`config.mk`:
```
export PLATFORM = sky130hd
export DESIGN_NAME = flag_dep_matrix
export DESIGN_NICKNAME = d
export VERILOG_FILES = /design/src/rtl/fdm_pkg.sv /design/src/rtl/fdm_slot.sv /design/src/rtl/fdm_hazard.sv /design/src/rtl/fdm_pick.sv /design/src/rtl/flag_dep_matrix.sv
export SDC_FILE = /design/constraint.sdc
export NUM_CORES = 1
export LEC_CHECK = 0
export BUFFER_PORTS_ARGS = -buffer_cell sky130_fd_sc_hd__buf_2
export CAP_MARGIN = 10
export CORE_ASPECT_RATIO = 0.7
export CORE_MARGIN = 3
export CORE_UTILIZATION = 35
export DETAILED_ROUTE_END_ITERATION = 12
export GPL_TIMING_DRIVEN = 0
export HOLD_SLACK_MARGIN = 0.06
export MAX_ROUTING_LAYER = met4
export SLEW_MARGIN = 20
export SYNTH_ARGS = -nofsm -noshare
export SYNTH_HDL_FRONTEND = slang
export SYNTH_HIERARCHICAL = 1
export SYNTH_SLANG_ARGS = --single-unit
```
`constraint.sdc`:
```
create_clock -name clk_i -period 4.8 [get_ports clk_i]
set_input_delay 0 -clock clk_i [delete_from_list [all_inputs] [get_ports clk_i]]
set_output_delay 0 -clock clk_i [all_outputs]
set_load 0.01 [all_outputs]
```
`src/rtl/fdm_pkg.sv`:
```
package fdm_pkg;
  localparam int FLAG_COUNT = 4;
  localparam int FLAG_CARRY = 0;
  localparam int FLAG_ZERO  = 1;
  localparam int FLAG_OVF   = 2;
  localparam int FLAG_NEG   = 3;
endpackage

```
`src/rtl/fdm_slot.sv`:
```
module fdm_slot #(
  parameter int NUM_FLAGS = 4
) (
  input  logic                 clk_i,
  input  logic                 rst_ni,
  input  logic                 set_i,
  input  logic                 clear_i,
  input  logic [NUM_FLAGS-1:0] wr_mask_i,
  output logic                 busy_o,
  output logic [NUM_FLAGS-1:0] mask_o,
  output logic                 eff_busy_o,
  output logic [NUM_FLAGS-1:0] eff_mask_o
);
  logic                 busy_q;
  logic [NUM_FLAGS-1:0] mask_q;

  // same-cycle release is visible to the issue check
  assign eff_busy_o = busy_q & ~clear_i;
  assign eff_mask_o = clear_i ? '0 : mask_q;
  assign busy_o     = busy_q;
  assign mask_o     = mask_q;

  always_ff @(posedge clk_i or negedge rst_ni) begin
    if (!rst_ni) begin
      busy_q <= 1'b0;
      mask_q <= '0;
    end else if (set_i) begin
      busy_q <= 1'b1;
      mask_q <= wr_mask_i;
    end else if (clear_i) begin
      busy_q <= 1'b0;
      mask_q <= '0;
    end
  end

  a_r2_set_loads: assert property (@(posedge clk_i) disable iff (!rst_ni)
    set_i |=> (busy_q && mask_q == $past(wr_mask_i)));
  a_r4_clear_drops: assert property (@(posedge clk_i) disable iff (!rst_ni)
    (clear_i && !set_i) |=> (!busy_q && mask_q == '0));
  a_r6_hold: assert property (@(posedge clk_i) disable iff (!rst_ni)
    (!set_i && !clear_i) |=> ($stable(busy_q) && $stable(mask_q)));
endmodule

```
`src/rtl/fdm_hazard.sv`:
```
module fdm_hazard #(
  parameter int NUM_SLOTS = 4,
  parameter int NUM_FLAGS = 4
) (
  input  logic [NUM_SLOTS*NUM_FLAGS-1:0] masks_i,
  input  logic [NUM_FLAGS-1:0]           rd_mask_i,
  output logic                           hit_o
);
  logic [NUM_FLAGS-1:0] acc [NUM_SLOTS+1];
  assign acc[0] = '0;
  for (genvar s = 0; s < NUM_SLOTS; s++) begin : g_or
    assign acc[s+1] = acc[s] | masks_i[s*NUM_FLAGS +: NUM_FLAGS];
  end
  assign hit_o = |(acc[NUM_SLOTS] & rd_mask_i);
endmodule

```
`src/rtl/fdm_pick.sv`:
```
module fdm_pick #(
  parameter int NUM_SLOTS = 4,
  localparam int SLOT_W = (NUM_SLOTS > 1) ? $clog2(NUM_SLOTS) : 1
) (
  input  logic [NUM_SLOTS-1:0] free_i,
  output logic                 any_o,
  output logic [SLOT_W-1:0]    idx_o,
  output logic [NUM_SLOTS-1:0] grant_o
);
  always_comb begin
    any_o   = 1'b0;
    idx_o   = '0;
    grant_o = '0;
    for (int i = 0; i < NUM_SLOTS; i++) begin
      if (!any_o && free_i[i]) begin
        any_o      = 1'b1;
        idx_o      = SLOT_W'(i);
        grant_o[i] = 1'b1;
      end
    end
  end

  always_comb begin
    a_r2_grant_onehot: assert ($onehot0(grant_o));
    a_r7_grant_needs_free: assert ((grant_o & ~free_i) == '0);
  end
endmodule

```
`src/rtl/flag_dep_matrix.sv`:
```
module flag_dep_matrix #(
  parameter int NUM_SLOTS = 4,
  parameter int NUM_FLAGS = fdm_pkg::FLAG_COUNT,
  localparam int SLOT_W = (NUM_SLOTS > 1) ? $clog2(NUM_SLOTS) : 1
) (
  input  logic                           clk_i,
  input  logic                           rst_ni,
  input  logic                           issue_valid_i,
  input  logic [NUM_FLAGS-1:0]           issue_rd_mask_i,
  input  logic [NUM_FLAGS-1:0]           issue_wr_mask_i,
  input  logic                           wb_valid_i,
  input  logic [SLOT_W-1:0]              wb_slot_i,
  output logic                           stall_o,
  output logic                           issue_ok_o,
  output logic [SLOT_W-1:0]              issue_slot_o,
  output logic [NUM_SLOTS-1:0]           slot_busy_o,
  output logic [NUM_SLOTS*NUM_FLAGS-1:0] pend_o
);
  logic [NUM_SLOTS-1:0]           clr, set, eff_busy, grant;
  logic [NUM_SLOTS*NUM_FLAGS-1:0] eff_mask;
  logic                           any_free;
  logic [SLOT_W-1:0]              pick_idx;

  for (genvar s = 0; s < NUM_SLOTS; s++) begin : g_slot
    assign clr[s] = wb_valid_i && (wb_slot_i == SLOT_W'(s));
    assign set[s] = issue_ok_o && grant[s];
    fdm_slot #(.NUM_FLAGS(NUM_FLAGS)) u_slot (
      .clk_i      (clk_i),
      .rst_ni     (rst_ni),
      .set_i      (set[s]),
      .clear_i    (clr[s]),
      .wr_mask_i  (issue_wr_mask_i),
      .busy_o     (slot_busy_o[s]),
      .mask_o     (pend_o[s*NUM_FLAGS +: NUM_FLAGS]),
      .eff_busy_o (eff_busy[s]),
      .eff_mask_o (eff_mask[s*NUM_FLAGS +: NUM_FLAGS])
    );
  end

  fdm_hazard #(.NUM_SLOTS(NUM_SLOTS), .NUM_FLAGS(NUM_FLAGS)) u_hazard (
    .masks_i   (eff_mask),
    .rd_mask_i (issue_rd_mask_i),
    .hit_o     (stall_o)
  );

  fdm_pick #(.NUM_SLOTS(NUM_SLOTS)) u_pick (
    .free_i  (~eff_busy),
    .any_o   (any_free),
    .idx_o   (pick_idx),
    .grant_o (grant)
  );

  assign issue_ok_o   = issue_valid_i && !stall_o && any_free;
  assign issue_slot_o = pick_idx;

  a_r6_no_issue_on_stall: assert property (@(posedge clk_i) disable iff (!rst_ni)
    stall_o |-> !issue_ok_o);
  a_r7_no_issue_when_full: assert property (@(posedge clk_i) disable iff (!rst_ni)
    ((&slot_busy_o) && !wb_valid_i) |-> !issue_ok_o);
  a_r9_ok_needs_valid: assert property (@(posedge clk_i) disable iff (!rst_ni)
    issue_ok_o |-> issue_valid_i);
  a_r3_stall_needs_read: assert property (@(posedge clk_i) disable iff (!rst_ni)
    stall_o |-> (issue_rd_mask_i != '0));
  a_r8_ok_takes_slot: assert property (@(posedge clk_i) disable iff (!rst_ni)
    issue_ok_o |=> ($countones(slot_busy_o) >= 1));
endmodule

```
==> metrics.txt, run 1 <==
Final Hold Fails 0; stages on the worst setup path 7; CP endpoint g_slot[2].u_slot/mask_o[1]; Routed WL 2.43 mm; Root Buffer clkbuf_8; MaxCap Viol Count 0; total power 0.742 mW; post-synthesis async set-or-reset flop share 100%; Worst Setup Start Kind input pin; placed insts 160; Final Max Slew Viols 0; syn_nets 103; RSZ-0062 raised after global routing no; fin util 51.3%; die height 51.4 µm; placed wire-length estimate 1.91 mm; GR Overflow Total 0; yosys warns 6; worst slew pin tran 0.710 ns; sequential area share after synthesis 48.6%; library cells used by synthesis 19; via count 819; pre-CTS WS 2.29 ns; clock latency at the later pin of the worst-skew pair 0.25 ns; CP required 4.94 ns; Routed WL per cell 14.5 µm; Syn Area/Cell 11.6 µm²; drt initial violations 14; Post-synth EDFFs 0; TritonCTS Buffers 3; Pleak 0.747 nW; crit path capture type flip-flop; post-synth top area cell dfrtp_1; Worst EP arrival 2.40 ns; final setup fails 0; initial antenna violation count 0; largest net degree at the start of global routing 21; CTS hold repair buffers 5; ranking of synthesized cells by area dfrtp_1 (49%), mux2_2 (17%), nor2b_1 (12%), and4b_1 (3.9%), o41ai_1 (3.4%); Core Region 2630 µm²; Slew Limit Headroom 52.6%; total setup buffers inserted after CTS 0; top_reg_cell synth dfrtp_1; Worst-path clk slew 0.07 ns; worst flop-to-flop path startpoint g_slot[0].u_slot/mask_o[0]; vias in the first global route 881; reg2reg end g_slot[2].u_slot/mask_o[1]; TritonCTS clock tree done; Max Root-Sink Buffers 2; router iterations before antenna repair 4; Synth top cells by count dfrtp_1 (20), nor2b_1 (20), mux2_2 (16); critical-path cell with the highest stage delay nor3b_1; Critical path origin wb_slot_i[1]; fmax 0.441 GHz; Worst Skew 0.00286 ns; Post-Syn Area 1030 µm²; Setup TNS 0 ns; port bufs 37; htree depth 1; FF+latch count, synth 20; Total GRT Usage 15.2%; Crit Path Category in2reg; full die area 3640 µm²; CP top delay family simple AND/OR/NAND/NOR gates; # IOs 38; FF-to-FF path depth 5; hold crit path type in2async; Synth top area share 48.6%; DRC Markers 0; ant diodes 0; share of layout cells above drive strength 1 47.0%; clk sinks 20; crit-path cells buf_2 -> nor3b_1 -> nor2b_1 -> o41ai_1 -> nand4_1 -> and4b_1 -> mux2_2; Tmin final 2.27 ns; post_cts resized 0; Cell Pwr Density 550 nW/µm²; Vias/cell 4.88; site row count 15; die span in x 70.8 µm; flop-to-flop setup slack 2.62 ns; antenna-violating nets left 0; Critical path buffers and inverters 1; Max stage delay on crit path 0.60 ns; gpl congestion 0.768; Non-Filler Instances 168; area grow syn2layout 31.0%; Initial Util 39.2%; Max VDD drop 238 µV; Worst Slack Setup Final 2.53 ns; status completed; Mapped Cells 89; crit path max fanout 6; final period utilization 47.2%; Post-layout nets 150; first-pass GRT wire length 4.14 mm
metrics by stage:
stage,area (µm²),hold WS (ns)
finish,1350,0.228
global route,1350,0.264
CTS,1350,0.233
detailed placement,1260,-0.0267
global placement,1260,-0.0307
floorplan,1030,-0.296
how the worst min path moves through the flow:
| stage | to | slack (ns) | depth (start not counted) |
|---|---|---|---|
| 3_5_place_dp | g_slot[1].u_slot/mask_o[1] | -0.03 | 1 |
| 5_1_grt | g_slot[2].u_slot/mask_o[3] | 0.26 | 2 |
| 4_1_cts | g_slot[1].u_slot/mask_o[3] | 0.23 | 2 |
| 6_report | g_slot[0].u_slot/mask_o[3] | 0.23 | 2 |
| 2_1_floorplan | g_slot[0].u_slot/busy_o | -0.30 | 0 |
| 3_3_place_gp | g_slot[0].u_slot/mask_o[1] | -0.03 | 1 |
worst reg2reg max path, delay by kind of cell, from the launching register on:
kind | cells | cell delay, ns
and+or+nand+nor | 3 | 0.88
AOI/OAI and AO/OA | 1 | 0.45
DFF | 1 | 0.38
muxes | 1 | 0.37
per-layer routing:
| metal | track usage (%) | up-vias | wire length (µm) |
|---|---|---|---|
| met2 | 22.3 | 27 | 1000 |
| met1 | 20.5 | 383 | 1230 |
| met3 | 5.89 | 2 | 190 |
| li1 | - | 407 | - |
| met5 | - | - | 0 |
| met4 | 1.88 | 0 | 8 |
layout make-up:
class | instances | area [µm²]
Multi-Input combinational cell | 63 | 503
Buffer | 1 | 7.51
Fill cell | 275 | 1280
Timing Repair Buffer | 42 | 235
Sequential cell | 20 | 500
Tap cell | 34 | 42.5
Inverter | 5 | 18.8
Clock buffer | 3 | 41.3
report_power, final:
| part | switching, mW | internal, mW |
|---|---|---|
| combinational | 0.182 | 0.194 |
| sequential | 0.0270 | 0.234 |
| clock | 0.0491 | 0.0558 |
placed cells by master, fill, tap and decap left out, drive strengths merged:
cell type and instances:
a21oi 1, and2 1, and3 1, and3b 3, and4b 4, buf 38, clkbuf 3, dfrtp 20
dlygate4sd3 5, inv 5, mux2 16, nand2 1, nand2b 1, nand4 1, nor2 3, nor2b 20
nor3 2, nor3b 1, o41ai 4, or2 4
state kept, by name, summed over array words and instances, names as in the netlist:
register	count
g_slot.u_slot/mask_o	16
g_slot.u_slot/busy_o	4
cell families (layout without fill, tap and decap cells):
kind of cell / Yosys count / count (layout) / synth area share, %
flops: 20 / 20 / 48.6
mux: 16 / 16 / 17.5
buf+inv: 6 / 51 / 2.55
compound gates: 5 / 5 / 3.89
simple gates: 42 / 42 / 27.5
(Power assumes the default switching activity.)
==> run 2: changes to the inputs <==
--- a/config.mk
+++ b/config.mk
@@ -5,6 +5,7 @@
 export SDC_FILE = /design/constraint.sdc
 export NUM_CORES = 1
 export LEC_CHECK = 0
+export ABC_AREA = 1
 export BUFFER_PORTS_ARGS = -buffer_cell sky130_fd_sc_hd__buf_2
 export CAP_MARGIN = 10
 export CORE_ASPECT_RATIO = 0.7
==> constraint.sdc (replaced) <==
create_clock -name clk_i -period 2.22 [get_ports clk_i]
set_input_delay 0 -clock clk_i [delete_from_list [all_inputs] [get_ports clk_i]]
set_output_delay 0 -clock clk_i [all_outputs]
set_load 0.01 [all_outputs]
==> metrics.txt, run 2 <==
Post-layout nets 238; sequential area share after synthesis 44.1%; router iterations before antenna repair 4; Post-Syn Area 1130 µm²; FF+latch count, synth 20; Syn Area/Cell 6.41 µm²; Core Region 2940 µm²; Worst Setup Start Kind flip-flop; Root Buffer clkbuf_8; Net Sw Frac 40.8%; largest net degree at the start of global routing 21; post-synthesis async set-or-reset flop share 100%; library cells used by synthesis 12; antenna-violating nets left 0; Routed WL 2.91 mm; # IOs 38; GR Overflow Total 0; TritonCTS Buffers 3; Tmin final 1.86 ns; RSZ-0062 raised after global routing no; top_reg_cell synth dfrtp_1; Cell Pwr Density 1240 nW/µm²; final period utilization 83.8%; hold crit path type in2reg; Slew Limit Headroom 65.2%; Final Max Slew Viols 0; Synth top cells by count nand2_1 (47), inv_1 (39), nor2_1 (36); port bufs 37; CP required 2.38 ns; clk sinks 20; Worst Skew 0.00293 ns; status completed; TritonCTS clock tree done; vias in the first global route 942; Comb pwr share 47.1%; Max Root-Sink Buffers 2; Hold Slack 0.166 ns; first-pass GRT wire length 4.55 mm; site row count 16; Clk pwr share 20.2%; Pleak 0.929 nW; htree depth 1; Max VDD drop 538 µV; FF-to-FF path depth 14; Psw 0.753 mW; full die area 3970 µm²; Synth top area share 44.1%; commonest cells after routing, fill and taps aside nand2_1 (47), inv_1 (39), buf_2 (37); max reg flops 16; Setup TNS 0 ns; gpl congestion 0.945; Total GRT Usage 16.1%; initial antenna violation count 0; # fillers 316; Worst-path clk slew 0.08 ns; Hold Crit Depth 3; drt initial violations 51; Routed WL per cell 11.2 µm; crit path max fanout 5; hold path start wb_slot_i[0]; DRC Markers 0; Vias/cell 4.31; MaxCap Viol Count 0; die height 53.6 µm; fmax 0.538 GHz; worst flop-to-flop path startpoint g_slot[0].u_slot/mask_o[2]; Post-synth EDFFs 0; reg2reg end g_slot[3].u_slot/mask_o[1]; Worst EP arrival 2.02 ns; Non-Filler Instances 259; placed insts 250; Flop pwr share 32.6%; via count 1,117; Hold Path Sink g_slot[2].u_slot/busy_o; ranking of synthesized cells by area dfrtp_1 (44%), nand2_1 (16%), inv_1 (13%), nor2_1 (12%), nand3_1 (7.5%); ant diodes 0; Final Hold Fails 0; share of layout cells above drive strength 1 23.3%; die span in x 74.1 µm; yosys warns 6; Crit Path Category reg2reg; clock latency at the later pin of the worst-skew pair 0.26 ns; count leader, synth nand2_1; area grow syn2layout 31.0%; crit path capture type flip-flop; Internal Pwr Total 1.09 mW; worst slew pin tran 0.521 ns; Initial Util 38.6%; post_cts resized 0; syn_nets 191; final setup fails 0; placed wire-length estimate 2.24 mm; Mapped Cells 177; flop-to-flop setup slack 0.36 ns; most common cell after layout, fill and taps aside nand2_1; post-synth top area cell dfrtp_1
run 2: cell type report:
class                           count  area [µm²]  area share, %
Tap cell                           36        45.0           3.03
Multi-Input combinational cell    109         450           30.3
Buffer                              1        7.51          0.505
Clock buffer                        3        41.3           2.78
Inverter                           47         176           11.9
Timing Repair Buffer               42         235           15.8
Sequential cell                    20         500           33.7
Clock inverter                      1        30.0           2.02
run 2: routing by layer:
metal | share of wire (%) | vias up | GRT usage (%)
met4 | 0.27 | 0 | 2.71
met3 | 6.1 | 2 | 4.48
li1 | - | 603 | -
met5 | 0 | - | -
met1 | 54 | 475 | 23.8
met2 | 39 | 37 | 21.9
run 2: critical path: stages (launching register included):
cell and delay (ns):
dfrtp_1 0.41, inv_1 0.06, nor2_1 0.04, nor2_1 0.13, nand2_1 0.06, nand2_1 0.05, nand2_1 0.04, inv_1 0.04
nand2_1 0.07, inv_1 0.07, nand3_2 0.11, nor2_1 0.37, inv_2 0.14, nand3_1 0.11, nand2_1 0.05
run 2: worst max path at each step:
| stage | startpoint | end | slack, ns | cells past startpoint |
|---|---|---|---|---|
| 2_1_floorplan | g_slot[3].u_slot/mask_o[0] | g_slot[2].u_slot/mask_o[0] | 0.63 | 14 |
| 3_3_place_gp | wb_slot_i[1] | g_slot[3].u_slot/mask_o[2] | 0.17 | 17 |
| 3_5_place_dp | wb_slot_i[1] | g_slot[2].u_slot/mask_o[0] | 0.13 | 17 |
| 4_1_cts | g_slot[0].u_slot/mask_o[2] | g_slot[2].u_slot/mask_o[0] | 0.34 | 14 |
| 5_1_grt | wb_slot_i[1] | g_slot[0].u_slot/mask_o[2] | 0.11 | 17 |
| 6_report | g_slot[0].u_slot/mask_o[2] | g_slot[3].u_slot/mask_o[1] | 0.36 | 14 |
run 2: logic make-up after synthesis:
| kind of cell | after synthesis | synth area share (%) |
|---|---|---|
| compound gates | 5 | 2.20 |
| flops | 20 | 44.1 |
| buf+inv | 48 | 16.2 |
| simple gates | 104 | 37.5 |
run 2: timing repair:
action                    in CTS  in global routing
hold endpoints to repair      36                  0
hold buffers                   5                  0
buffers inserted               0                  0
run 2: metrics by stage:
step | cell area (µm²) | worst slack, ns | power, mW | util, %
global route | 1490 | 0.108 | 2.02 | 50.5
finish | 1490 | 0.361 | 1.84 | 50.5
global placement | 1370 | 0.175 | 1.47 | 46.4
CTS | 1490 | 0.335 | 1.86 | 50.5
floorplan | 1130 | 0.627 | 1.16 | -
detailed placement | 1370 | 0.133 | 1.48 | 46.4
run 2: power groups by stage:
stage	combinational [mW]	sequential (mW)	clock [mW]
floorplan	0.496	0.668	0
global placement	0.866	0.608	0
global route	1.01	0.621	0.388
CTS	0.881	0.603	0.378
finish	0.869	0.601	0.373
detailed placement	0.870	0.609	0
